$ cat src/rtl/cfgwin_pkg.sv
package cfgwin_pkg;
  localparam logic [19:0] OFS_BASE = 20'h00000;
  localparam logic [19:0] OFS_BNDS = 20'h02000;
  localparam logic [19:0] OFS_MCFG = 20'h02080;
  localparam logic [19:0] OFS_EDET = 20'h02E40;
  localparam logic [19:0] OFS_EDIS = 20'h02E44;
  localparam logic [19:0] OFS_CLKS = 20'hE0000;

  typedef enum logic [2:0] {
    SEL_NONE, SEL_BASE, SEL_BNDS, SEL_MCFG, SEL_EDET, SEL_EDIS, SEL_CLKS
  } reg_sel_e;
endpackage

$ cat src/rtl/cfgwin_match.sv
module cfgwin_match #(
  parameter int ADDR_W = 32,
  parameter int WIN_BITS = 20,
  localparam int HI_W = ADDR_W - WIN_BITS
) (
  input  logic              req_valid,
  input  logic [ADDR_W-1:0] req_addr,
  input  logic [HI_W-1:0]   base_hi,
  output logic              hit,
  output logic [WIN_BITS-1:0] offset
);
  assign hit    = req_valid && (req_addr[ADDR_W-1:WIN_BITS] == base_hi);
  assign offset = req_addr[WIN_BITS-1:0];
endmodule

$ cat src/rtl/cfgwin_decode.sv
module cfgwin_decode
  import cfgwin_pkg::*;
(
  input  logic [19:0] offset,
  output reg_sel_e    sel
);
  always_comb begin
    unique case (offset)
      OFS_BASE: sel = SEL_BASE;
      OFS_BNDS: sel = SEL_BNDS;
      OFS_MCFG: sel = SEL_MCFG;
      OFS_EDET: sel = SEL_EDET;
      OFS_EDIS: sel = SEL_EDIS;
      OFS_CLKS: sel = SEL_CLKS;
      default:  sel = SEL_NONE;
    endcase
  end
endmodule

$ cat src/rtl/cfgwin_regs.sv
module cfgwin_regs
  import cfgwin_pkg::*;
#(
  parameter int ADDR_W = 32,
  parameter int WIN_BITS = 20,
  parameter int SHIFT = 12,
  parameter logic [ADDR_W-1:0] BASE_RST = 32'hFF70_0000,
  parameter int EDIS_W = 4,
  parameter logic [EDIS_W-1:0] EDIS_MASK = 4'hD,
  localparam int HI_W = ADDR_W - WIN_BITS,
  localparam int FLD_LO = WIN_BITS - SHIFT
) (
  input  logic              clk,
  input  logic              rst_n,
  input  logic              wr_en,
  input  reg_sel_e          sel,
  input  logic [ADDR_W-1:0] wdata,
  output logic [HI_W-1:0]   base_hi,
  output logic [EDIS_W-1:0] edis
);
  localparam logic [HI_W-1:0] BASE_HI_RST = BASE_RST[ADDR_W-1:WIN_BITS];

  logic base_we, edis_we;
  assign base_we = wr_en && (sel == SEL_BASE);
  assign edis_we = wr_en && (sel == SEL_EDIS);

  always_ff @(posedge clk or negedge rst_n) begin
    if (!rst_n) begin
      base_hi <= BASE_HI_RST;
      edis    <= '0;
    end else begin
      if (base_we) base_hi <= wdata[FLD_LO+HI_W-1:FLD_LO];
      if (edis_we) edis    <= wdata[EDIS_W-1:0] & EDIS_MASK;
    end
  end

  assert_base_reset_R1: assert property (@(posedge clk) disable iff (!rst_n)
    $rose(rst_n) |-> (base_hi == BASE_HI_RST && edis == '0));
  assert_base_load_R4: assert property (@(posedge clk) disable iff (!rst_n)
    (wr_en && sel == SEL_BASE) |=> base_hi == $past(wdata[FLD_LO+HI_W-1:FLD_LO]));
  assert_edis_load_R9: assert property (@(posedge clk) disable iff (!rst_n)
    (wr_en && sel == SEL_EDIS) |=> edis == ($past(wdata[EDIS_W-1:0]) & EDIS_MASK));
  assert_base_hold_R11: assert property (@(posedge clk) disable iff (!rst_n)
    !(wr_en && sel == SEL_BASE) |=> $stable(base_hi));
  assert_edis_hold_R11: assert property (@(posedge clk) disable iff (!rst_n)
    !(wr_en && sel == SEL_EDIS) |=> $stable(edis));
endmodule

$ cat src/rtl/cfgwin_top.sv
module cfgwin_top
  import cfgwin_pkg::*;
#(
  parameter logic [31:0] BASE_RST   = 32'hFF70_0000,
  parameter logic [31:0] MEM_SIZE   = 32'h1000_0000,
  parameter logic [31:0] CLK_STATUS = 32'h0000_4A21
) (
  input  logic        clk,
  input  logic        rst_n,
  input  logic        req_valid,
  input  logic        req_write,
  input  logic [31:0] req_addr,
  input  logic [31:0] req_wdata,
  output logic        rsp_hit,
  output logic [31:0] rsp_rdata
);
  localparam int ADDR_W = 32;
  localparam int WIN_BITS = 20;
  localparam int SHIFT = 12;
  localparam int HI_W = ADDR_W - WIN_BITS;
  localparam int EDIS_W = 4;
  localparam logic [31:0] BNDS_VAL = (MEM_SIZE - 32'd1) >> 24;
  localparam logic [31:0] MCFG_VAL = 32'h8000_0000;

  logic [HI_W-1:0]     base_hi;
  logic [EDIS_W-1:0]   edis;
  logic [WIN_BITS-1:0] offset;
  logic                hit;
  reg_sel_e            sel;

  cfgwin_match #(.ADDR_W(ADDR_W), .WIN_BITS(WIN_BITS)) u_match (
    .req_valid(req_valid), .req_addr(req_addr), .base_hi(base_hi),
    .hit(hit), .offset(offset));

  cfgwin_decode u_dec (.offset(offset), .sel(sel));

  cfgwin_regs #(
    .ADDR_W(ADDR_W), .WIN_BITS(WIN_BITS), .SHIFT(SHIFT),
    .BASE_RST(BASE_RST), .EDIS_W(EDIS_W), .EDIS_MASK(4'hD)
  ) u_regs (
    .clk(clk), .rst_n(rst_n), .wr_en(hit && req_write), .sel(sel),
    .wdata(req_wdata), .base_hi(base_hi), .edis(edis));

  logic rd_en;
  assign rd_en   = hit && !req_write;
  assign rsp_hit = hit;

  always_comb begin
    rsp_rdata = '0;
    if (rd_en) begin
      unique case (sel)
        SEL_BASE: rsp_rdata = {{SHIFT{1'b0}}, base_hi, {(WIN_BITS-SHIFT){1'b0}}};
        SEL_BNDS: rsp_rdata = BNDS_VAL;
        SEL_MCFG: rsp_rdata = MCFG_VAL;
        SEL_EDIS: rsp_rdata = {{(ADDR_W-EDIS_W){1'b0}}, edis};
        SEL_CLKS: rsp_rdata = CLK_STATUS;
        default:  rsp_rdata = '0;
      endcase
    end
  end

  assert_miss_quiet_R2: assert property (@(posedge clk) disable iff (!rst_n)
    !rsp_hit |-> rsp_rdata == '0);
  assert_write_quiet_R12: assert property (@(posedge clk) disable iff (!rst_n)
    (req_valid && req_write) |-> rsp_rdata == '0);
  assert_move_R4: assert property (@(posedge clk) disable iff (!rst_n)
    (rsp_hit && req_write && offset == OFS_BASE
     && req_wdata[31:20] != 12'(req_wdata[19:8]))
    |=> !(req_valid && req_addr == $past(req_addr)) || !rsp_hit
        || req_addr[31:20] == $past(req_wdata[19:8]));
endmodule

$ cat config.mk
export PLATFORM = sky130hd
export DESIGN_NAME = cfgwin_top
export DESIGN_NICKNAME = d
export VERILOG_FILES = /design/src/rtl/cfgwin_pkg.sv /design/src/rtl/cfgwin_match.sv /design/src/rtl/cfgwin_decode.sv /design/src/rtl/cfgwin_regs.sv /design/src/rtl/cfgwin_top.sv
export SDC_FILE = /design/constraint.sdc
export NUM_CORES = 1
export LEC_CHECK = 0
export ABC_AREA = 1
export BUFFER_PORTS_ARGS = -buffer_cell sky130_fd_sc_hd__buf_2
export CAP_MARGIN = 15
export CORE_MARGIN = 2
export CORE_UTILIZATION = 36
export CTS_CLUSTER_DIAMETER = 200
export DETAILED_ROUTE_END_ITERATION = 7
export HOLD_SLACK_MARGIN = 0.12
export PLACE_DENSITY_LB_ADDON = 0.15
export SLEW_MARGIN = 10
export SYNTH_ARGS = -nofsm -noshare
export SYNTH_HDL_FRONTEND = slang
export SYNTH_HIERARCHICAL = 1
export SYNTH_SLANG_ARGS = --single-unit
$ cat constraint.sdc
create_clock -name clk -period 5.48 [get_ports clk]
set_input_delay 1.096 -clock clk [delete_from_list [all_inputs] [get_ports clk]]
set_output_delay 1.096 -clock clk [all_outputs]
set_load 0.03 [all_outputs]
==> results.json, run 1 <==
{
  "cp_slowest_cell": "nand3_2",
  "min_period_over_period_pct": 69.5,
  "path_buf_inv": 2,
  "cts_sinks": 15,
  "io_buffer_count": 69,
  "fin_area_um2": 1790,
  "slew_violations": 0,
  "final_hold_viol_count": 0,
  "worstSetupEndpointType": "output pin",
  "hold_start": "u_regs/edis[2]",
  "synth.yosys.seq_area_share_pct": 24.3,
  "cap_viol_max_count": 0,
  "cts-root-buf": "clkbuf_8",
  "timing.final.crit_period_ns": 3.81,
  "cts_buffers": 3,
  "drc": 0,
  "crit_fanout": 12,
  "cp_slowest_stage_delay_ns": 0.28,
  "setup_viol_count_final": 0,
  "area_growth_pct": 11.6,
  "multi_input_area_um2": 827,
  "grt_max_degree": 18,
  "fmax_mhz": 262,
  "viasPerCell": 4.34,
  "io_pins": 101,
  "ctsHoldBuffers": 0,
  "synth_area_um2": 1600,
  "die-height_um": 70.7,
  "clk_latency_ns": 0.25,
  "clk_path_buf_depth": 2,
  "yosys_register_bits": 15,
  "antenna_found_initial": 0,
  "dpl_cell_area_um2": 1740,
  "required_ns": 4.38,
  "status": "complete, no violations",
  "fillers": 494,
  "wl_per_cell_um": 9.75,
  "path_class": "input port to output pin",
  "fin_setup_tns_ns": 0,
  "synth.distinct_cells": 24,
  "rows": 24,
  "die_x_um": 70.7,
  "antenna_left": 0,
  "fin_skew_ns": 0.00400,
  "grt_pass1_vias": 1353,
  "start_util_pct": 37.1,
  "r2r-start": "u_regs/base_hi[6]",
  "dp_hpwl_mm": 2.96,
  "track_usage_pct": 14.0,
  "cts_resized": 0,
  "ir_worst_vdd_mv": 0.118,
  "yosysWarnings": 6,
  "cpLargestDelayFamily": "simple AND/OR/NAND/NOR gates",
  "final_cell_mix": "nand2_1 (74), buf_2 (69), nor2_1 (33)",
  "critical_path.cell_chain": "buf_2 -> nor2_1 -> nand2_1 -> nor2_1 -> nand3_1 -> nand3_1 -> nand3_2 -> o21ai_0 -> buf_2",
  "cts_setup_buffers": 0,
  "clk_pin_slew_ns": 0.06,
  "fp.dieArea_um2": 5000,
  "detail_route.first_pass.iterations": 4,
  "routed_wl_mm": 3.44,
  "crit_arrival_ns": 2.71,
  "diodes": 0,
  "place_congestion": 0.773,
  "cts_tree": "done",
  "syn_area_per_cell_um2": 6.29,
  "first_iter_violations": 44,
  "leakagePower_uw": 0.000977,
  "cp-start-kind": "input port",
  "grt_overflow": 0,
  "hold_path_class": "register to register",
  "power.density_nw_per_um2": 139,
  "rsz0062_at_grt": "false",
  "num_vias": 1531,
  "synth_cells": 255,
  "core_um2": 4320,
  "nNetsFinal": 370,
  "mostFrequentLayoutCell": "nand2_1",
  "regArea_um2": 389,
  "critical_path.startpoint": "req_addr[15]",
  "grt_first_pass_wirelength_mm": 5.68,
  "htreeDepth": 1,
  "drive_gt1_share_pct": 32.2
}
[path summary, 6_finish.rpt]
path	cells after the start	slack (ns)	endpoint
max	9	1.67	rsp_rdata[11]
min	2	0.47	u_regs/edis[2]
max reg2reg	13	3.47	u_regs/base_hi[3]
min reg2reg	2	0.47	u_regs/edis[2]
max in group asynchronous	1	4.45	u_regs/base_hi[1]
min in group asynchronous	1	0.74	u_regs/base_hi[3]
[power breakdown]
group          leakage [µW]  switching (µW)  internal [µW]
Combinational      0.000782            28.4           17.5
Clock             0.0000255            41.7           50.4
Sequential         0.000169      0.00000176            111
[routing by layer]
layer,vias to the layer above,global-route usage [%],wire length [µm]
met4,0,5.45,34
met5,-,0,0
met1,641,19.2,1710
met3,4,1.99,227
li1,830,-,-
met2,56,22.3,1470
[worst register-to-register path: stages, from the launching register on]
cell and delay (ns):
dfstp_2 0.56, inv_1 0.05, nand2_1 0.05, o21ai_0 0.07, nor2_1 0.10, nand3_1 0.08
nor2_1 0.17, nand2_1 0.10, inv_1 0.09, inv_2 0.05, nor2_4 0.27, nand2_4 0.16
nand2_1 0.10, nand2_1 0.04
[synthesized netlist by cell type (all sizes together)]
library cell	instances	area, µm²
a21boi	1	7.51
dfrtp	4	100
a21oi	4	20.0
nor2	39	176
nand2	76	295
xnor2	2	17.5
nor3	3	15.0
inv	31	116
buf	40	319
nand3	28	155
o21ai	8	43.8
dfstp	11	289
conb	2	7.51
xor2	1	8.76
nand4	5	31.3
[final cells by class]
class,instances,share of cell area (%)
repair buffers,69,19.3
well taps,52,3.64
clock buffers,3,2.31
multi-input cells,182,46.2
clock inverters,1,0.280
inverters,31,6.50
flip-flops and latches,15,21.7
[registers in the layout, summed over array words and instances (netlist names)]
| signal | flops |
|---|---|
| u_regs/edis | 3 |
| u_regs/base_hi | 12 |
[metrics by stage]
step	setup WS [ns]	hold slack, ns	power, µW	util (%)	std cells
2_1_floorplan	1.45	0.442	156	-	268
3_3_place_gp	1.71	0.459	159	40.3	349
3_5_place_dp	1.64	0.460	159	40.3	349
4_1_cts	1.64	0.476	251	41.4	353
5_1_grt	1.38	0.495	259	41.4	353
6_report	1.67	0.472	249	41.4	353
[logic make-up (layout without fill, tap and decap cells)]
group                  after synthesis  after routing  synth area share [%]
AO/OA/AOI/OAI                       13             13                  4.45
XOR/XNOR                             3              3                  1.64
buffers and inverters               71            104                  27.2
flip-flops                          15             15                  24.3
other                                2             15                 0.469
AND/OR/NAND/NOR                    151            151                  42.0
Note: power is estimated with default switching activity, not from simulation.
==> run 2: changes to the inputs <==
clock period = 3.4 ns   (was 5.48 ns; I/O delays follow)
==> run 2 against run 1 <==
Worst setup slack lost 1.2 ns. Non-clock buffer count is the same. First-iteration DRC count shrank 11%. Largest power group unchanged. Power grew 59%. Highest routed layer unchanged.
==> results.json, run 2 (synthesized netlist as in run 1, its figures left out) <==
{
  "grt_overflow": 0,
  "first_iter_violations": 39,
  "cts-root-buf": "clkbuf_8",
  "fin_skew_ns": 0.00400,
  "wl_per_cell_um": 9.99,
  "rsz0062_at_grt": "false",
  "drive_gt1_share_pct": 31.9,
  "largestRegisters": "u_regs/base_hi x12, u_regs/edis x3",
  "area_growth_pct": 11.6,
  "r2r-end": "u_regs/base_hi[3]",
  "drc": 0,
  "timing.final.crit_period_ns": 2.96,
  "hold-worst-slack_ns": 0.328,
  "io_pins": 101,
  "setup_viol_count_final": 0,
  "status": "complete, no violations",
  "path_class": "input port to output pin",
  "ctsHoldBuffers": 0,
  "largest_reg_flops": 12,
  "rows": 24,
  "cts_tree": "done",
  "cts_sinks": 15,
  "mostFrequentLayoutCell": "nand2_1",
  "viasPerCell": 4.37,
  "antenna_found_initial": 0,
  "fin_setup_tns_ns": 0,
  "start_util_pct": 37.1,
  "htreeDepth": 1,
  "fin_area_um2": 1790,
  "grt_pass1_vias": 1365,
  "die-height_um": 70.7,
  "fmax_mhz": 337,
  "final_util_pct": 41.3,
  "min_period_over_period_pct": 87.2,
  "cts_setup_buffers": 0,
  "core_um2": 4320,
  "clk_pin_slew_ns": 0.06,
  "diodes": 0,
  "required_ns": 2.72,
  "cts_buffers": 3,
  "clk_latency_ns": 0.25,
  "crit_fanout": 12,
  "crit_arrival_ns": 2.28,
  "place_congestion": 0.767,
  "track_usage_pct": 13.8,
  "fp.dieArea_um2": 5000,
  "endpoint": "rsp_rdata[9]",
  "final_cell_mix": "nand2_1 (74), buf_2 (69), nor2_1 (33)",
  "grt_max_degree": 18,
  "num_vias": 1543,
  "detail_route.first_pass.iterations": 4,
  "critical_path.startpoint": "req_addr[15]",
  "routed_wl_mm": 3.53,
  "antenna_left": 0,
  "final_hold_viol_count": 0,
  "slew_violations": 0,
  "ff2ff_path_depth": 15,
  "hold_path_class": "input port to async pin",
  "r2r-start": "u_regs/base_hi[4]",
  "grt_first_pass_wirelength_mm": 5.67,
  "nNetsFinal": 370,
  "die_x_um": 70.7,
  "dp_hpwl_mm": 2.98,
  "largest-register": "u_regs/base_hi",
  "power.density_nw_per_um2": 221,
  "dpl_cell_area_um2": 1740,
  "cts_resized": 0,
  "clk_path_buf_depth": 2,
  "cp-start-kind": "input port",
  "io_buffer_count": 69,
  "cap_viol_max_count": 0,
  "reg2reg_slack_ns": 1.40,
  "leakagePower_uw": 0.000974,
  "ir_worst_vdd_mv": 0.188,
  "worstSetupEndpointType": "output pin"
}
run 2: cell count changes in the layout (fill, tap and decap cells not counted), sizes merged:
cell,change
clkinv,-1
clkbuf,+1
run 2: worst min path at each step:
stage                        endpoint           start  cells past startpoint
global route           u_regs/edis[3]           rst_n                      1
detailed placement     u_regs/edis[0]  u_regs/edis[0]                      2
CTS                    u_regs/edis[3]           rst_n                      1
floorplan           u_regs/base_hi[3]           rst_n                      0
finish                 u_regs/edis[3]           rst_n                      1
global placement       u_regs/edis[2]  u_regs/edis[2]                      2
run 2: stage by stage:
stage | power [µW] | setup slack, ns | std cells
floorplan | 251 | 0.202 | 268
global placement | 256 | 0.466 | 349
detailed placement | 257 | 0.428 | 349
CTS | 402 | 0.409 | 353
global route | 419 | 0.160 | 353
finish | 396 | 0.436 | 353
run 2: layout make-up:
| cell class | instances | area [µm²] |
|---|---|---|
| clock buffer | 4 | 45.0 |
| fill | 489 | 2540 |
| inverter | 31 | 116 |
| multi-input combinational | 182 | 827 |
| sequential | 15 | 389 |
| tap | 52 | 65.1 |
| timing repair buffer | 69 | 345 |
run 2: metal layers:
layer  vias up  wire length [µm]  GRT usage [%]
met2        54              1560           23.5
met5         -                 0              0
met3         2               231           1.57
met1       657              1710           18.4
li1        830                 -              -
met4         0                20           4.40
run 2: report_power, final:
| group | switching [µW] | leakage (µW) | internal [µW] |
|---|---|---|---|
| Clock | 59.3 | 0.0000228 | 82.9 |
| Sequential | 0.00000291 | 0.000169 | 179 |
| Combinational | 45.9 | 0.000782 | 28.2 |
| Total | 105 | 0.000974 | 290 |
run 2: critical path: stages:
cell,delay [ns]
buf_2,0.10
nor2_1,0.14
nand2_1,0.09
nor2_1,0.14
nand3_1,0.13
nand3_1,0.27
nand3_2,0.29
o21ai_0,0.23
buf_2,0.23
